## src/rtl/pgwr_pkg.sv

```systemverilog
package pgwr_pkg;

  typedef logic [7:0] byte_t;

  // Cycle length actually used: long enough for the commit sweep to drain.
  function automatic int unsigned cycles_eff(input int unsigned wr_cycles,
                                             input int unsigned page_bytes);
    return (wr_cycles < page_bytes + 2) ? page_bytes + 2 : wr_cycles;
  endfunction

endpackage

```

## src/rtl/pgwr_timer.sv

```systemverilog
module pgwr_timer #(
  parameter int unsigned PAGE_BYTES = 32,
  parameter int unsigned WR_CYCLES  = 1000,
  localparam int unsigned IDX_W     = $clog2(PAGE_BYTES)
) (
  input  logic             clk,
  input  logic             rst,
  input  logic             start_i,
  output logic             busy_o,
  output logic             sweep_en_o,
  output logic [IDX_W-1:0] sweep_idx_o,
  output logic             sweep_last_o
);

  localparam int unsigned EFF   = pgwr_pkg::cycles_eff(WR_CYCLES, PAGE_BYTES);
  localparam int unsigned CNT_W = $clog2(EFF);
  localparam logic [IDX_W-1:0] LAST_IDX = IDX_W'(PAGE_BYTES - 1);

  logic [CNT_W-1:0] cnt_q;
  logic             busy_q;
  logic             act_q;
  logic [IDX_W-1:0] idx_q;

  always_ff @(posedge clk) begin
    if (rst) begin
      busy_q <= 1'b0;
      cnt_q  <= '0;
      act_q  <= 1'b0;
      idx_q  <= '0;
    end else begin
      if (start_i && !busy_q) begin
        busy_q <= 1'b1;
        cnt_q  <= CNT_W'(EFF - 1);
        act_q  <= 1'b1;
        idx_q  <= '0;
      end else begin
        if (busy_q) begin
          if (cnt_q == '0) busy_q <= 1'b0;
          else             cnt_q  <= cnt_q - 1'b1;
        end
        if (act_q) begin
          if (idx_q == LAST_IDX) act_q <= 1'b0;
          else                   idx_q <= idx_q + 1'b1;
        end
      end
    end
  end

  assign busy_o       = busy_q;
  assign sweep_en_o   = act_q;
  assign sweep_idx_o  = idx_q;
  assign sweep_last_o = act_q && (idx_q == LAST_IDX);

  // an accepted start raises busy on that edge
  p_start_busy_r5: assert property (@(posedge clk) disable iff (rst)
    (start_i && !busy_q) |=> busy_q);
  // busy only falls once the counter has run out
  p_busy_end_r5: assert property (@(posedge clk) disable iff (rst)
    $fell(busy_q) |-> ($past(cnt_q) == '0));
  // sweep runs only inside the busy window
  p_sweep_in_busy_r10: assert property (@(posedge clk) disable iff (rst)
    act_q |-> busy_q);

endmodule

```

## src/rtl/pgwr_buffer.sv

```systemverilog
module pgwr_buffer
  import pgwr_pkg::*;
#(
  parameter int unsigned ADDR_W     = 8,
  parameter int unsigned PAGE_BYTES = 32,
  localparam int unsigned IDX_W     = $clog2(PAGE_BYTES),
  localparam int unsigned PAGE_W    = ADDR_W - IDX_W
) (
  input  logic              clk,
  input  logic              rst,
  input  logic              busy_i,
  input  logic              abort_i,
  input  logic              commit_i,
  input  logic              addr_load_i,
  input  logic [ADDR_W-1:0] addr_i,
  input  logic              byte_valid_i,
  input  byte_t             byte_i,
  input  logic              sweep_en_i,
  input  logic [IDX_W-1:0]  sweep_idx_i,
  input  logic              sweep_last_i,
  output logic              mask_any_o,
  output logic              mem_we_o,
  output logic [ADDR_W-1:0] mem_addr_o,
  output byte_t             mem_wdata_o
);

  logic [PAGE_W-1:0]     page_q;
  logic [IDX_W-1:0]      off_q;
  logic [PAGE_BYTES-1:0] mask_q;
  byte_t                 data_q [PAGE_BYTES];

  logic idle;
  logic do_load;
  logic do_byte;

  assign idle    = !busy_i;
  assign do_load = idle && !abort_i && !commit_i && addr_load_i;
  assign do_byte = idle && !abort_i && !commit_i && !addr_load_i && byte_valid_i;

  // Session control: page, offset and valid mask.
  always_ff @(posedge clk) begin
    if (rst) begin
      page_q <= '0;
      off_q  <= '0;
      mask_q <= '0;
    end else if (idle) begin
      if (abort_i) begin
        mask_q <= '0;
      end else if (do_load) begin
        page_q <= addr_i[ADDR_W-1:IDX_W];
        off_q  <= addr_i[IDX_W-1:0];
        mask_q <= '0;
      end else if (do_byte) begin
        mask_q[off_q] <= 1'b1;
        off_q         <= off_q + 1'b1;
      end
    end else if (sweep_last_i) begin
      mask_q <= '0;
    end
  end

  // Data storage: plain register file, no reset needed.
  always_ff @(posedge clk) begin
    if (do_byte) data_q[off_q] <= byte_i;
  end

  // Registered write port fed by the commit sweep.
  always_ff @(posedge clk) begin
    if (rst) begin
      mem_we_o    <= 1'b0;
      mem_addr_o  <= '0;
      mem_wdata_o <= '0;
    end else begin
      mem_we_o    <= sweep_en_i && mask_q[sweep_idx_i];
      mem_addr_o  <= {page_q, sweep_idx_i};
      mem_wdata_o <= data_q[sweep_idx_i];
    end
  end

  assign mask_any_o = |mask_q;

  // session state is frozen while a cycle runs (mask only clears at sweep end)
  p_page_frozen_r9: assert property (@(posedge clk) disable iff (rst)
    busy_i |=> $stable(page_q) && $stable(off_q));
  // an accepted abort empties the mask
  p_abort_clears_r8: assert property (@(posedge clk) disable iff (rst)
    (abort_i && idle) |=> (mask_q == '0));
  // the write strobe is confined to the busy window
  p_we_in_busy_r10: assert property (@(posedge clk) disable iff (rst)
    mem_we_o |-> busy_i);
  // the session mask is empty again once the cycle ends
  p_mask_done_r4: assert property (@(posedge clk) disable iff (rst)
    $fell(busy_i) |-> (mask_q == '0));
  // a data byte always moves the offset forward by one, modulo the page
  p_off_step_r3: assert property (@(posedge clk) disable iff (rst)
    do_byte |=> (off_q == IDX_W'($past(off_q) + 1'b1)));

endmodule

```

## src/rtl/pgwr_array.sv

```systemverilog
module pgwr_array
  import pgwr_pkg::*;
#(
  parameter int unsigned ADDR_W = 8,
  localparam int unsigned DEPTH = 1 << ADDR_W
) (
  input  logic              clk,
  input  logic              we_i,
  input  logic [ADDR_W-1:0] waddr_i,
  input  byte_t             wdata_i,
  input  logic [ADDR_W-1:0] raddr_i,
  output byte_t             rdata_o
);

  byte_t mem [DEPTH];

  // Erased state of every location.
  initial begin
    for (int i = 0; i < DEPTH; i++) mem[i] = 8'hFF;
  end

  always_ff @(posedge clk) begin
    if (we_i) mem[waddr_i] <= wdata_i;
    rdata_o <= mem[raddr_i];
  end

  // write address is always defined when a write happens
  always_ff @(posedge clk) begin
    if (we_i) a_waddr_known_r6: assert (!$isunknown(waddr_i));
  end

endmodule

```

## src/rtl/pgwr_engine.sv

```systemverilog
module pgwr_engine
  import pgwr_pkg::*;
#(
  parameter int unsigned ADDR_W     = 8,
  parameter int unsigned PAGE_BYTES = 32,
  parameter int unsigned WR_CYCLES  = 1000
) (
  input  logic              clk,
  input  logic              rst,
  input  logic              addr_load_i,
  input  logic [ADDR_W-1:0] addr_i,
  input  logic              byte_valid_i,
  input  logic [7:0]        byte_i,
  input  logic              abort_i,
  input  logic              commit_i,
  input  logic [ADDR_W-1:0] rd_addr_i,
  output logic [7:0]        rd_data_o,
  output logic              mem_we_o,
  output logic [ADDR_W-1:0] mem_addr_o,
  output logic [7:0]        mem_wdata_o,
  output logic              busy_o
);

  localparam int unsigned IDX_W = $clog2(PAGE_BYTES);

  logic             busy;
  logic             mask_any;
  logic             start;
  logic             sweep_en;
  logic             sweep_last;
  logic [IDX_W-1:0] sweep_idx;

  assign start = commit_i && !abort_i && mask_any && !busy;

  pgwr_timer #(.PAGE_BYTES(PAGE_BYTES), .WR_CYCLES(WR_CYCLES)) u_timer (
    .clk         (clk),
    .rst         (rst),
    .start_i     (start),
    .busy_o      (busy),
    .sweep_en_o  (sweep_en),
    .sweep_idx_o (sweep_idx),
    .sweep_last_o(sweep_last)
  );

  pgwr_buffer #(.ADDR_W(ADDR_W), .PAGE_BYTES(PAGE_BYTES)) u_buf (
    .clk         (clk),
    .rst         (rst),
    .busy_i      (busy),
    .abort_i     (abort_i),
    .commit_i    (commit_i),
    .addr_load_i (addr_load_i),
    .addr_i      (addr_i),
    .byte_valid_i(byte_valid_i),
    .byte_i      (byte_i),
    .sweep_en_i  (sweep_en),
    .sweep_idx_i (sweep_idx),
    .sweep_last_i(sweep_last),
    .mask_any_o  (mask_any),
    .mem_we_o    (mem_we_o),
    .mem_addr_o  (mem_addr_o),
    .mem_wdata_o (mem_wdata_o)
  );

  pgwr_array #(.ADDR_W(ADDR_W)) u_arr (
    .clk    (clk),
    .we_i   (mem_we_o),
    .waddr_i(mem_addr_o),
    .wdata_i(mem_wdata_o),
    .raddr_i(rd_addr_i),
    .rdata_o(rd_data_o)
  );

  assign busy_o = busy;

  // a commit with an empty buffer does not start a cycle
  p_empty_commit_r7: assert property (@(posedge clk) disable iff (rst)
    (commit_i && !mask_any && !busy) |=> !busy);
  // reset leaves the block idle
  p_reset_idle_r1: assert property (@(posedge clk)
    $past(rst) |-> (!busy && !mem_we_o));

endmodule

```

## config.mk

```make
export PLATFORM = sky130hd
export DESIGN_NAME = pgwr_engine
export DESIGN_NICKNAME = d
export VERILOG_FILES = /design/src/rtl/pgwr_pkg.sv /design/src/rtl/pgwr_timer.sv /design/src/rtl/pgwr_buffer.sv /design/src/rtl/pgwr_array.sv /design/src/rtl/pgwr_engine.sv
export SDC_FILE = /design/constraint.sdc
export NUM_CORES = 2
export LEC_CHECK = 0
export ABC_CLOCK_PERIOD_IN_PS = 5400
export BUFFER_PORTS_ARGS = -buffer_cell sky130_fd_sc_hd__clkbuf_2
export CORE_MARGIN = 2
export CORE_UTILIZATION = 30
export CTS_CLUSTER_SIZE = 16
export DETAILED_ROUTE_END_ITERATION = 8
export GPL_TIMING_DRIVEN = 0
export SLEW_MARGIN = 20
export SYNTH_ARGS = -nofsm -noshare
export SYNTH_HDL_FRONTEND = slang
export SYNTH_SLANG_ARGS = --single-unit
```

## constraint.sdc

```tcl
create_clock -name clk -period 5.4 [get_ports clk]
set_input_delay 0.54 -clock clk [delete_from_list [all_inputs] [get_ports clk]]
set_output_delay 0.54 -clock clk [all_outputs]
set_load 0.03 [all_outputs]
```

==> flow_summary.yaml <==
sta:
  worst_pin_slew_ns: 1.35
  max_freq_mhz: 204
  rsz0062_at_grt: "no"
  skew_ns: 0.115
  slew_headroom_pct: 9.69
  setup-violations-final: 0
  fin_crit_ns: 4.91
  worst_hold_slack_ns: 0.0965
  fin_crit_sh_pct: 90.9
  hold_violations: 0
  slew_viol_final: 0
cells_and_area:
  multiInputGateArea_um2: 20200
  post-route-util_pct: 34.8
  seqCellArea_um2: 70900
  drive_gt1_share_pct: 22.4
  final_cell_mix: "edfxtp_1 (2304), mux4_2 (491), nor2_1 (340)"
  nets: 4930
  fillers: 28500
  syn_to_final_growth_pct: 15.1
  final_common_cell: "edfxtp_1"
floorplanning:
  ioPinCount: 56
  initial_core_util_pct: 30.2
  coreArea_um2: 306000
  die_h_um: 559
  die_area_um2: 313000
  rows: 203
  die_w_um: 559
power:
  p_per_area_nw_per_um2: 361
  p_leak_uw: 0.0329
  power_uw: 38500
  peakVddDrop_mv: 0.288
synthesis:
  syn-num-nets: 4592
  yosys_most_used_dff: "edfxtp_1"
  synthTopCellsByArea: "edfxtp_1 (75%), mux4_2 (12%), mux2i_1 (2.2%)"
  syn-cell-area_um2: 92600
  synth.distinct_cells: 65
  yosysSeqAreaShare_pct: 76.5
  synth-edff-count: 2304
  synth_top_area_cell: "edfxtp_1"
  syn_area_per_cell_um2: 20.3
  synth.ff_latch_count: 2386
  synth-async-reset-ratio_pct: 0
  syn_inst: 4555
  synth-warning-count: 0
  synth_top_area_share_pct: 74.8
hold_path:
  hold_class: "in -> reg"
  holdPathStages: 2
grt:
  grt_max_degree: 89
  grtUsageTotal_pct: 18.2
  grt_first_pass_wirelength_um: 398000
  grt_pass1_vias: 48700
  antenna_found_initial: 22
  overflow: 0
clocking:
  tritoncts: "built"
  numCtsBuffers: 230
  clkTransAtPathRegs_ns: 0.06
  cts.path.max_buffers: 4
  h-tree-depth: 4
  post_cts_buffers: 0
  cts_resized: 0
  cts_sinks: 2386
  cts-root-buf: "clkbuf_16"
  ctsHoldBuffers: 9
  worstSkewPairLatency_ns: 0.92
detailed_routing:
  routed_wl_um: 293000
  dr.pass1.iters: 8
  dr_wl_met2_um: 129000
  ant_nets: 0
  dr.max_layer_used: "met5"
  vias: 50300
  via_per_inst: 5.48
  drt_iter0_drc: 8323
  met3_wirelength_um: 36000
  drcViolationCount: 0
  wl_met1_um: 112000
  wl_per_cell_um: 31.9
critical_path:
  max_stage_delay_ns: 0.99
  cp_cell_sequence: "clkbuf_1 -> nor2b_1 -> nand3_1 -> clkbuf_1 -> nor2_1"
  worstPathMaxFanout: 10
  cp.arrival_ns: 5.33
  cp_slowest_cell: "nor2_1"
  path_buf_inv: 2
  worstRegToRegCells: 5
  crit_required_ns: 5.82
  critical_path_class: "reg -> reg"
  cp_common_cell: "clkbuf_1"
  cp.depth: 5
  crit_path_start_kind: "flip-flop"
  cp_top_family: "simple AND/OR/NAND/NOR gates"
  end_kind: "flip-flop"
place:
  place_congestion: 0.952
  hpwl_um: 197000
  portBuffers: 49
run_status:
  status: "finished clean"
job:
  cap_viol_max_count: 0
## layer usage
metal	global-route usage [%]	vias up
met2	27.0	3374
li1	-	19600
met4	9.01	16
met5	0	-
met1	24.0	26600
met3	5.67	676
## power by group
group | leakage [µW] | switching (µW) | internal, µW
Sequential | 0.0217 | 51.8 | 20300
Combinational | 0.00767 | 1490 | 668
Clock | 0.00358 | 7010 | 8960
Total | 0.0329 | 8550 | 29900
## cells in the mapped netlist, drive strengths merged (16+ instances only)
library cell  count
edfxtp         2304
mux4            504
nor2            359
mux2i           203
a21oi           162
a22oi           162
buf             150
clkbuf          128
dfxtp            82
nand2            66
nor3             52
o22ai            51
o221ai           48
nand3            28
nor2b            25
nor4             25
a211oi           16
## kinds of logic (layout without fill, tap and decap cells)
group / count (synthesis) / count (layout) / synth area share (%)
other: 0 / 10 / 0
buffers and inverters: 294 / 816 / 1.86
AO/OA/AOI/OAI: 500 / 500 / 3.66
flip-flops: 2386 / 2386 / 76.5
XOR/XNOR: 15 / 15 / 0.142
AND/OR/NAND/NOR: 643 / 643 / 3.17
adder cells (fa/ha/maj): 7 / 7 / 0.0946
multiplexers: 710 / 710 / 14.5
## path summary, 6_finish.rpt
check | startpoint | endpoint | slack [ns]
max reg2reg | u_buf.mem_addr_o[2]$_SDFF_PP0_ | u_arr.mem[198][0]$_DFFE_PP_ | 0.49
min | rst | u_buf.mem_addr_o[4]$_SDFF_PP0_ | 0.1
max | u_buf.mem_addr_o[2]$_SDFF_PP0_ | u_arr.mem[198][0]$_DFFE_PP_ | 0.49
min reg2reg | u_buf.page_q[0]$_SDFFE_PP0P_ | u_buf.page_q[0]$_SDFFE_PP0P_ | 0.46
## sequential cells by signal, summed over array words and instances (netlist names)
register and cells:
u_buf.mem_wdata_o 8, u_timer.cnt_q 10, u_buf.mask_q 32, u_buf.mem_addr_o 8
u_arr.rdata_o 8, u_buf.data_q 256, u_timer.busy_o 1, u_buf.page_q 3
u_timer.sweep_idx_o 5, u_buf.mem_we_o 1, u_arr.mem 2048, u_timer.sweep_en_o 1
u_buf.off_q 5
## through the flow
stage / setup WS [ns] / instances / TNS, ns / area [µm²]
2_1_floorplan: 0.932 / 4555 / 0 / 92600
3_3_place_gp: -3.36 / 8704 / -5582.00 / 97900
3_5_place_dp: 0.0545 / 8752 / 0 / 99100
4_1_cts: 0.707 / 9177 / 0 / 106000
5_1_grt: 0.571 / 9179 / 0 / 107000
6_report: 0.490 / 9187 / 0 / 107000
## cell type report
class | instances | share of cell area (%)
clock buffer | 277 | 5.70
buffer | 278 | 1.59
sequential | 2386 | 66.5
antenna | 10 | 0.0235
multi-input combinational | 1875 | 18.9
tap | 4100 | 4.81
timing repair buffer | 106 | 1.25
inverter | 16 | 0.0564
clock inverter | 139 | 1.14
(Power assumes the default switching activity.)
